**config.mk**
```make
export PLATFORM = sky130hd
export DESIGN_NAME = dma_eop_handler
export DESIGN_NICKNAME = d
export VERILOG_FILES = /design/src/rtl/dma_eop_pkg.sv /design/src/rtl/eop_sync.sv /design/src/rtl/eop_request_latch.sv /design/src/rtl/eop_pulldown.sv /design/src/rtl/dma_eop_handler.sv
export SDC_FILE = /design/constraint.sdc
export NUM_CORES = 1
export LEC_CHECK = 0
export ABC_AREA = 1
export BUFFER_PORTS_ARGS = -buffer_cell sky130_fd_sc_hd__buf_2
export CAP_MARGIN = 20
export CELL_PAD_IN_SITES_DETAIL_PLACEMENT = 1
export CELL_PAD_IN_SITES_GLOBAL_PLACEMENT = 2
export CORE_AREA = 4 4 41 43
export CTS_CLUSTER_DIAMETER = 200
export DETAILED_ROUTE_END_ITERATION = 7
export DIE_AREA = 0 0 45 47
export PLACE_DENSITY = 0.53
export SETUP_SLACK_MARGIN = 0.5
export SLEW_MARGIN = 30
export SYNTH_ARGS = -nofsm -noshare
export SYNTH_HDL_FRONTEND = slang
export SYNTH_SLANG_ARGS = --single-unit
```
**constraint.sdc**
```tcl
create_clock -name clk -period 1.53 [get_ports clk]
set_clock_uncertainty 0.2 [all_clocks]
set_input_delay 0.153 -clock clk [delete_from_list [all_inputs] [get_ports clk]]
set_output_delay 0.153 -clock clk [all_outputs]
set_load 0.02 [all_outputs]
```
**src/rtl/dma_eop_pkg.sv**
```systemverilog
package dma_eop_pkg;

  localparam int STATE_W = 3;

  typedef enum logic [STATE_W-1:0] {
    ST_IDLE = 3'd0,
    ST_S0   = 3'd1,
    ST_S1   = 3'd2,
    ST_S2   = 3'd3,
    ST_S3   = 3'd4,
    ST_S4   = 3'd5
  } seq_state_e;

  // True when the sequencer is in one of the transfer states S0..S4.
  function automatic logic state_is_active(input logic [STATE_W-1:0] s);
    return (s >= ST_S0) && (s <= ST_S4);
  endfunction

  // True in the state where a held request is handed to the sequencer.
  function automatic logic state_applies_eop(input logic [STATE_W-1:0] s);
    return s == ST_S2;
  endfunction

endpackage

```
**src/rtl/eop_sync.sv**
```systemverilog
module eop_sync #(
  parameter int STAGES = 2
) (
  input  logic clk,
  input  logic rst_n,
  input  logic d,
  output logic q
);
  logic [STAGES-1:0] chain;

  for (genvar g = 0; g < STAGES; g++) begin : g_stage
    if (g == 0) begin : g_first
      always_ff @(posedge clk or negedge rst_n) begin
        if (!rst_n) chain[0] <= 1'b0;
        else        chain[0] <= d;
      end
    end else begin : g_next
      always_ff @(posedge clk or negedge rst_n) begin
        if (!rst_n) chain[g] <= 1'b0;
        else        chain[g] <= chain[g-1];
      end
    end
  end

  assign q = chain[STAGES-1];
endmodule

```
**src/rtl/eop_request_latch.sv**
```systemverilog
module eop_request_latch
  import dma_eop_pkg::*;
(
  input  logic               clk,
  input  logic               rst_n,
  input  logic [STATE_W-1:0] state_i,
  input  logic               ext_seen_i,
  output logic               pending_o,
  output logic               fire_o
);
  logic active;
  assign active = state_is_active(state_i);
  assign fire_o = pending_o && state_applies_eop(state_i);

  always_ff @(posedge clk or negedge rst_n) begin
    if (!rst_n)          pending_o <= 1'b0;
    else if (!active)    pending_o <= 1'b0;
    else if (fire_o)     pending_o <= 1'b0;
    else if (ext_seen_i) pending_o <= 1'b1;
  end
endmodule

```
**src/rtl/eop_pulldown.sv**
```systemverilog
module eop_pulldown #(
  parameter int DRIVE_CYCLES = 1
) (
  input  logic clk,
  input  logic rst_n,
  input  logic tc_i,
  output logic oe_o
);
  localparam int CW = $clog2(DRIVE_CYCLES + 1);
  logic [CW-1:0] remain;

  always_ff @(posedge clk or negedge rst_n) begin
    if (!rst_n)            remain <= '0;
    else if (tc_i)         remain <= CW'(DRIVE_CYCLES);
    else if (remain != '0) remain <= remain - 1'b1;
  end

  assign oe_o = (remain != '0);
endmodule

```
**src/rtl/dma_eop_handler.sv**
```systemverilog
module dma_eop_handler
  import dma_eop_pkg::*;
#(
  parameter int SYNC_STAGES  = 2,
  parameter int DRIVE_CYCLES = 1
) (
  input  logic               clk,
  input  logic               rst_n,
  input  logic [STATE_W-1:0] state_i,
  input  logic               tc_i,
  input  logic               eop_pin_n_i,
  output logic               eop_oe_o,
  output logic               terminate_o
);
  logic line_low_sync;
  logic own_drive_dly;
  logic ext_seen;
  logic pending;

  eop_sync #(.STAGES(SYNC_STAGES)) u_pin_sync (
    .clk(clk), .rst_n(rst_n), .d(~eop_pin_n_i), .q(line_low_sync)
  );

  // Delays the pull-down enable by the synchroniser depth so it lines up
  // with the block's own low level coming back through the pin.
  eop_sync #(.STAGES(SYNC_STAGES)) u_own_dly (
    .clk(clk), .rst_n(rst_n), .d(eop_oe_o), .q(own_drive_dly)
  );

  assign ext_seen = line_low_sync && !own_drive_dly;

  eop_request_latch u_latch (
    .clk(clk), .rst_n(rst_n), .state_i(state_i),
    .ext_seen_i(ext_seen), .pending_o(pending), .fire_o(terminate_o)
  );

  eop_pulldown #(.DRIVE_CYCLES(DRIVE_CYCLES)) u_drive (
    .clk(clk), .rst_n(rst_n), .tc_i(tc_i), .oe_o(eop_oe_o)
  );
endmodule

```
==> impl_metrics.py, run 1 <==
metrics = {
    "cts": {
        "htreeDepth": 1,
        "clockRootBuffer": "clkbuf_4",
        "cts_tree": "yes",
        "cts.path.max_buffers": 2,
        "clk_pin_slew_ps": 40,
        "clock_latency_ps": 230,
        "cts.sinks": 6,
        "cts_buffers": 3,
    },
    "worst_setup_path": {
        "reg2reg_depth": 5,
        "crit_start": "u_latch.pending_o",
        "crit_path_start_kind": "register",
        "regToRegStartpoint": "u_latch.pending_o",
        "worstSetupPathType": "reg2out",
        "worst-path-max-fanout": 2,
        "reg2reg_to": "u_latch.pending_o",
        "worst_ep_required_time_ps": 1180,
        "setup.worst_path.end_class": "output port",
        "crit_family": "flip-flops",
        "crit_buf_inv": 1,
        "path_cells": "nand2_2, nor3_2, buf_4",
        "r2r_slack_ps": 530,
        "slowest_delay_ps": 350,
        "critPathArrivalTime_ps": 890,
        "crit_slowest_cell": "dfrtp_1",
    },
    "floorplan": {
        "dieWidth_um": 45,
        "core_region_area_sq_um": 1300,
        "dieArea_sq_um": 2120,
        "row_count": 13,
        "die_h_um": 47,
        "boundaryPins": 9,
        "start_util": 0.160,
    },
    "yosys": {
        "synth-edff-count": 0,
        "synthTopCellsByCount": "dfrtp_1 (6), inv_1 (5), nand2_1 (4)",
        "syn_inst": 20,
        "synthFlopType": "dfrtp_1",
        "synthTopCellsByArea": "dfrtp_1 (72%), inv_1 (9.0%), nand2_1 (7.2%)",
        "syn_area_per_cell_sq_um": 10.4,
        "yosysMostFrequentCell": "dfrtp_1",
        "synth.cell_area_sq_um": 208,
        "ys_seq_area_frac": 0.723,
        "yosysTopAreaCell": "dfrtp_1",
        "ys_types": 7,
        "syn_nets": 27,
        "synth_top_area_frac": 0.723,
        "yosysWarnings": 0,
        "synthArstFlopShare": 1.00,
        "ys_ff_latch": 6,
    },
    "route": {
        "postRouteAntennaNets": 0,
        "wl_per_cell_um": 8.02,
        "vias": 180,
        "wirelength_um": 401,
        "drt_pass1_iterations": 1,
        "drt_iter0_markers": 0,
        "routed_via_density": 3.60,
        "drc": 0,
    },
    "finish": {
        "post-route-util": 0.263,
        "drive_above_1_share": 0.429,
        "nNetsFinal": 44,
        "num_antenna_cells": 0,
        "area_growth_pct": 65.1,
        "final_cells": 50,
        "fillers": 161,
    },
    "placed_design": {
        "io_buffers": 8,
        "pre_cts_slack_ps": 499,
        "hpwl_um": 321,
        "placedCellCount": 43,
        "gp_congestion": 0.697,
    },
    "timing": {
        "finalWorstSetupSlack_ps": 284,
        "rsz0062_at_grt": "yes",
        "slew_violations": 0,
        "final.period_utilization": 0.814,
        "post-route-min-period_ps": 1250,
        "maxClockFrequency_ghz": 0.803,
        "slew_headroom": 0.913,
        "worst_pin_slew_ps": 130,
        "fin_tns_setup_ps": 0,
        "setup_viol": 0,
        "hold_slack_ps": 59.9,
        "finalHoldViolations": 0,
    },
    "power_and_ir_drop": {
        "leakage_nw": 0.183,
        "power.density_nw_per_um2": 1030,
        "peakVddDrop_mv": 0.522,
    },
    "worst_hold_path": {
        "hold_class": "in2reg",
        "min_to": "u_latch.pending_o",
        "worstHoldPathCells": 5,
        "hp-start": "state_i[1]",
    },
    "global_routing": {
        "grt_util_met3": 0.0613,
        "met2_usage": 0.0847,
        "antenna_found_initial": 0,
        "overflow": 0,
        "grt_pass1_wl_um": 696,
        "busiest_layer": "met2",
        "grt_pass1_vias": 186,
        "grt_util_all_layers": 0.0509,
        "use_met1": 0.0417,
        "grt_max_degree": 7,
    },
    "run_status": {
        "status": "complete, no violations",
    },
    "job": {
        "cap_violations": 0,
    },
}
-- power by group --
group	internal, W	switching, W	total [W]
sequential	0.000169	0.00000417	0.000173
clock	0.0000881	0.0000477	0.000136
combinational	0.0000234	0.0000201	0.0000435
-- sequential cells by signal, indices dropped and copies added, names as in the netlist --
signal	cells
u_pin_sync.chain	1
u_latch.pending_o	1
u_pin_sync.q	1
u_drive.oe_o	1
u_own_dly.q	1
u_own_dly.chain	1
-- kinds of logic after synthesis --
group | Yosys count | share of synthesized area
and+or+nand+nor | 8 | 0.163
DFF | 6 | 0.723
AOI/OAI and AO/OA | 1 | 0.0241
buffers and inverters | 5 | 0.0904
-- cell type report --
type,instances,area (sq um),area share
clock buffers,3,22.5,0.0657
inverters,5,18.8,0.0547
multi-input cells,9,46.3,0.135
flip-flops and latches,6,150,0.438
well taps,15,18.8,0.0547
repair buffers,12,86.3,0.252
-- how the worst max path moves through the flow --
stage	to	depth (start not counted)
after floorplan	terminate_o	2
after global placement	terminate_o	3
after detailed placement	terminate_o	3
after CTS	terminate_o	3
after global routing	terminate_o	3
final	terminate_o	3
-- cells in the final DEF, fill, tap and decap left out, drive strengths merged --
cell / instances
buf: 9
dfrtp: 6
inv: 5
nand2: 5
clkbuf: 3
dlygate4sd3: 3
nor2: 2
nor3: 1
a21oi: 1
-- layer usage --
metal  share of wire  up-vias
met5               0        -
met4               0        0
met3            0.11        0
met2            0.51        8
met1            0.38       83
li1                -       89
-- through the flow --
step,instance area [sq um],total power (W)
3_3_place_gp,272,0.000205
4_1_cts,335,0.000358
2_1_floorplan,213,0.000190
6_report,343,0.000353
3_5_place_dp,272,0.000207
5_1_grt,343,0.000381
-- repair_timing --
item,CTS,global route
endpoints found under the hold margin,8,0
hold buffers,3,0
gates resized for setup,4,0
buffers inserted,0,1
setup endpoints to repair,2,2
pin swaps,0,0
-- worst min-delay path, stage by stage --
cell     delay (ps)
buf_2            90
nor2_1           40
nand2_1          40
nand2_1          40
nor2_1           80
Note: power is estimated with default switching activity, not from simulation.
==> run 2, diff against run 1 <==
Clock period 1.53 ns to 1.17 ns, I/O delays scaled along.
==> run 2 against run 1 <==
The flow now finishes with violations (negative hold slack, negative setup slack). Power rose by 39%. Critical path depth did not move. Register-to-register slack got worse by 500 ps. First-iteration DRC count rose by 2. Design area rose by 2.9%. Cell count did not move. Global-route usage fell by 0.15 points. Die area did not move.
==> impl_metrics.py, run 2 (same netlist as run 1, synthesis figures left out) <==
metrics = {
    "run_status": {
        "status": "finished, violations left",
        "violations": "negative hold slack, negative setup slack",
    },
    "worst_setup_path": {
        "crit_slowest_cell": "dfrtp_1",
        "slowest_delay_ps": 350,
        "worst_ep_required_time_ps": 850,
        "critPathArrivalTime_ps": 950,
        "worst-path-max-fanout": 2,
        "path_cells": "nand2_2, nor3_4, buf_6",
        "worstSetupPathType": "reg2out",
        "crit_path_start_kind": "register",
        "setup.worst_path.end_class": "output port",
        "r2r_slack_ps": 30,
    },
    "cts": {
        "cts.sinks": 6,
        "clockRootBuffer": "clkbuf_4",
        "clk_pin_slew_ps": 50,
        "clock_latency_ps": 240,
        "hold_buffers": 1,
        "htreeDepth": 1,
        "cts_tree": "yes",
        "cts.path.max_buffers": 2,
        "cts_buffers": 3,
    },
    "timing": {
        "worst_pin_slew_ps": 161,
        "post-route-min-period_ps": 1260,
        "finalWorstSetupSlack_ps": -92.9,
        "slew_violations": 0,
        "slew_headroom": 0.892,
        "final.period_utilization": 1.08,
        "hold_slack_ps": -219,
        "fin_tns_setup_ps": -92.9,
        "setup_viol": 1,
        "finalHoldViolations": 2,
        "rsz0062_at_grt": "yes",
        "maxClockFrequency_ghz": 0.792,
    },
    "finish": {
        "area_growth_pct": 69.9,
        "nNetsFinal": 43,
        "final_cell_mix": "buf_2 (6), inv_1 (5), dfrtp_1 (5)",
        "fillers": 160,
        "mostFrequentLayoutCell": "buf_2",
        "finish.instance_area_sq_um": 353,
        "drive_above_1_share": 0.514,
        "num_antenna_cells": 0,
    },
    "power_and_ir_drop": {
        "power.density_nw_per_um2": 1390,
        "leakage_nw": 0.183,
        "peakVddDrop_mv": 0.566,
        "combPwrFrac": 0.126,
        "clkPwrFrac": 0.412,
        "p_sw_frac": 0.222,
        "power_frac_seq": 0.462,
        "total_power_w": 0.000490,
        "p_int_w": 0.000381,
        "power.switching_w": 0.000109,
    },
    "global_routing": {
        "use_met1": 0.0326,
        "overflow": 0,
        "grt_util_all_layers": 0.0494,
        "grt_pass1_vias": 183,
        "met2_usage": 0.0847,
        "grt_max_degree": 7,
        "grt_util_met3": 0.0230,
        "busiest_layer": "met2",
        "antenna_found_initial": 0,
        "grt_pass1_wl_um": 641,
    },
    "floorplan": {
        "die_h_um": 47,
        "row_count": 13,
        "start_util": 0.160,
        "core_region_area_sq_um": 1300,
        "dieArea_sq_um": 2120,
        "dieWidth_um": 45,
        "boundaryPins": 9,
    },
    "placed_design": {
        "io_buffers": 8,
        "pre_cts_slack_ps": 173,
        "dpl_cell_area_sq_um": 282,
        "gp_congestion": 0.638,
    },
    "route": {
        "postRouteAntennaNets": 0,
        "routed_via_density": 3.48,
        "vias": 174,
        "drt_pass1_iterations": 2,
        "wirelength_um": 484,
        "drc": 0,
        "wl_per_cell_um": 9.68,
        "drt_iter0_markers": 2,
    },
    "worst_hold_path": {
        "hold_class": "in2reg",
    },
    "job": {
        "cap_violations": 0,
    },
}
==> run 2: worst paths after layout <==
path / cells after the start / endpoint / start
worst max-delay path: 3 / terminate_o / u_latch.pending_o
worst min-delay path: 1 / u_drive.oe_o / tc_i
worst max register to register: 5 / u_latch.pending_o / u_latch.pending_o
worst min register to register: 0 / u_own_dly.q / u_own_dly.chain[0]
max in group asynchronous: 2 / u_drive.oe_o / rst_n
min in group asynchronous: 2 / u_own_dly.q / rst_n
==> run 2: through the flow <==
step	util	std cells
after floorplan	-	20
after global placement	0.216	43
after detailed placement	0.216	43
after CTS	0.263	49
after global routing	0.271	50
final	0.271	50
==> run 2: area by class of cell <==
cell class	count	area (sq um)	area share
clock buffers	4	26.3	0.0745
inverters	5	18.8	0.0532
multi-input cells	9	56.3	0.160
flip-flops and latches	6	151	0.429
well taps	15	18.8	0.0532
repair buffers	11	81.3	0.230
==> run 2: layer usage <==
layer  vias to the layer above  share of wire
met5                         -              0
met4                         0              0
met3                         0          0.041
met2                         3           0.71
met1                        85           0.25
li1                         86              -
==> run 2: critical path, delay by kind of cell, from the launching register on <==
kind                   cells  cell delay [ps]
and+or+nand+nor            2              220
DFF                        1              350
buffers and inverters      1              140
==> run 2: power by group through the flow <==
stage	Sequential [W]	Combinational [W]	Clock [W]
6_report	0.000226	0.0000619	0.000202
5_1_grt	0.000227	0.0000693	0.000241
4_1_cts	0.000226	0.0000556	0.000214
3_5_place_dp	0.000229	0.0000443	0
3_3_place_gp	0.000229	0.0000434	0
2_1_floorplan	0.000231	0.0000208	0
==> run 2: timing repair <==
item,4_1_cts,5_1_grt
endpoints found under the setup margin,4,6
endpoints found under the hold margin,8,2
gates resized for setup,5,1
pin swaps,0,2
buffers inserted,1,1
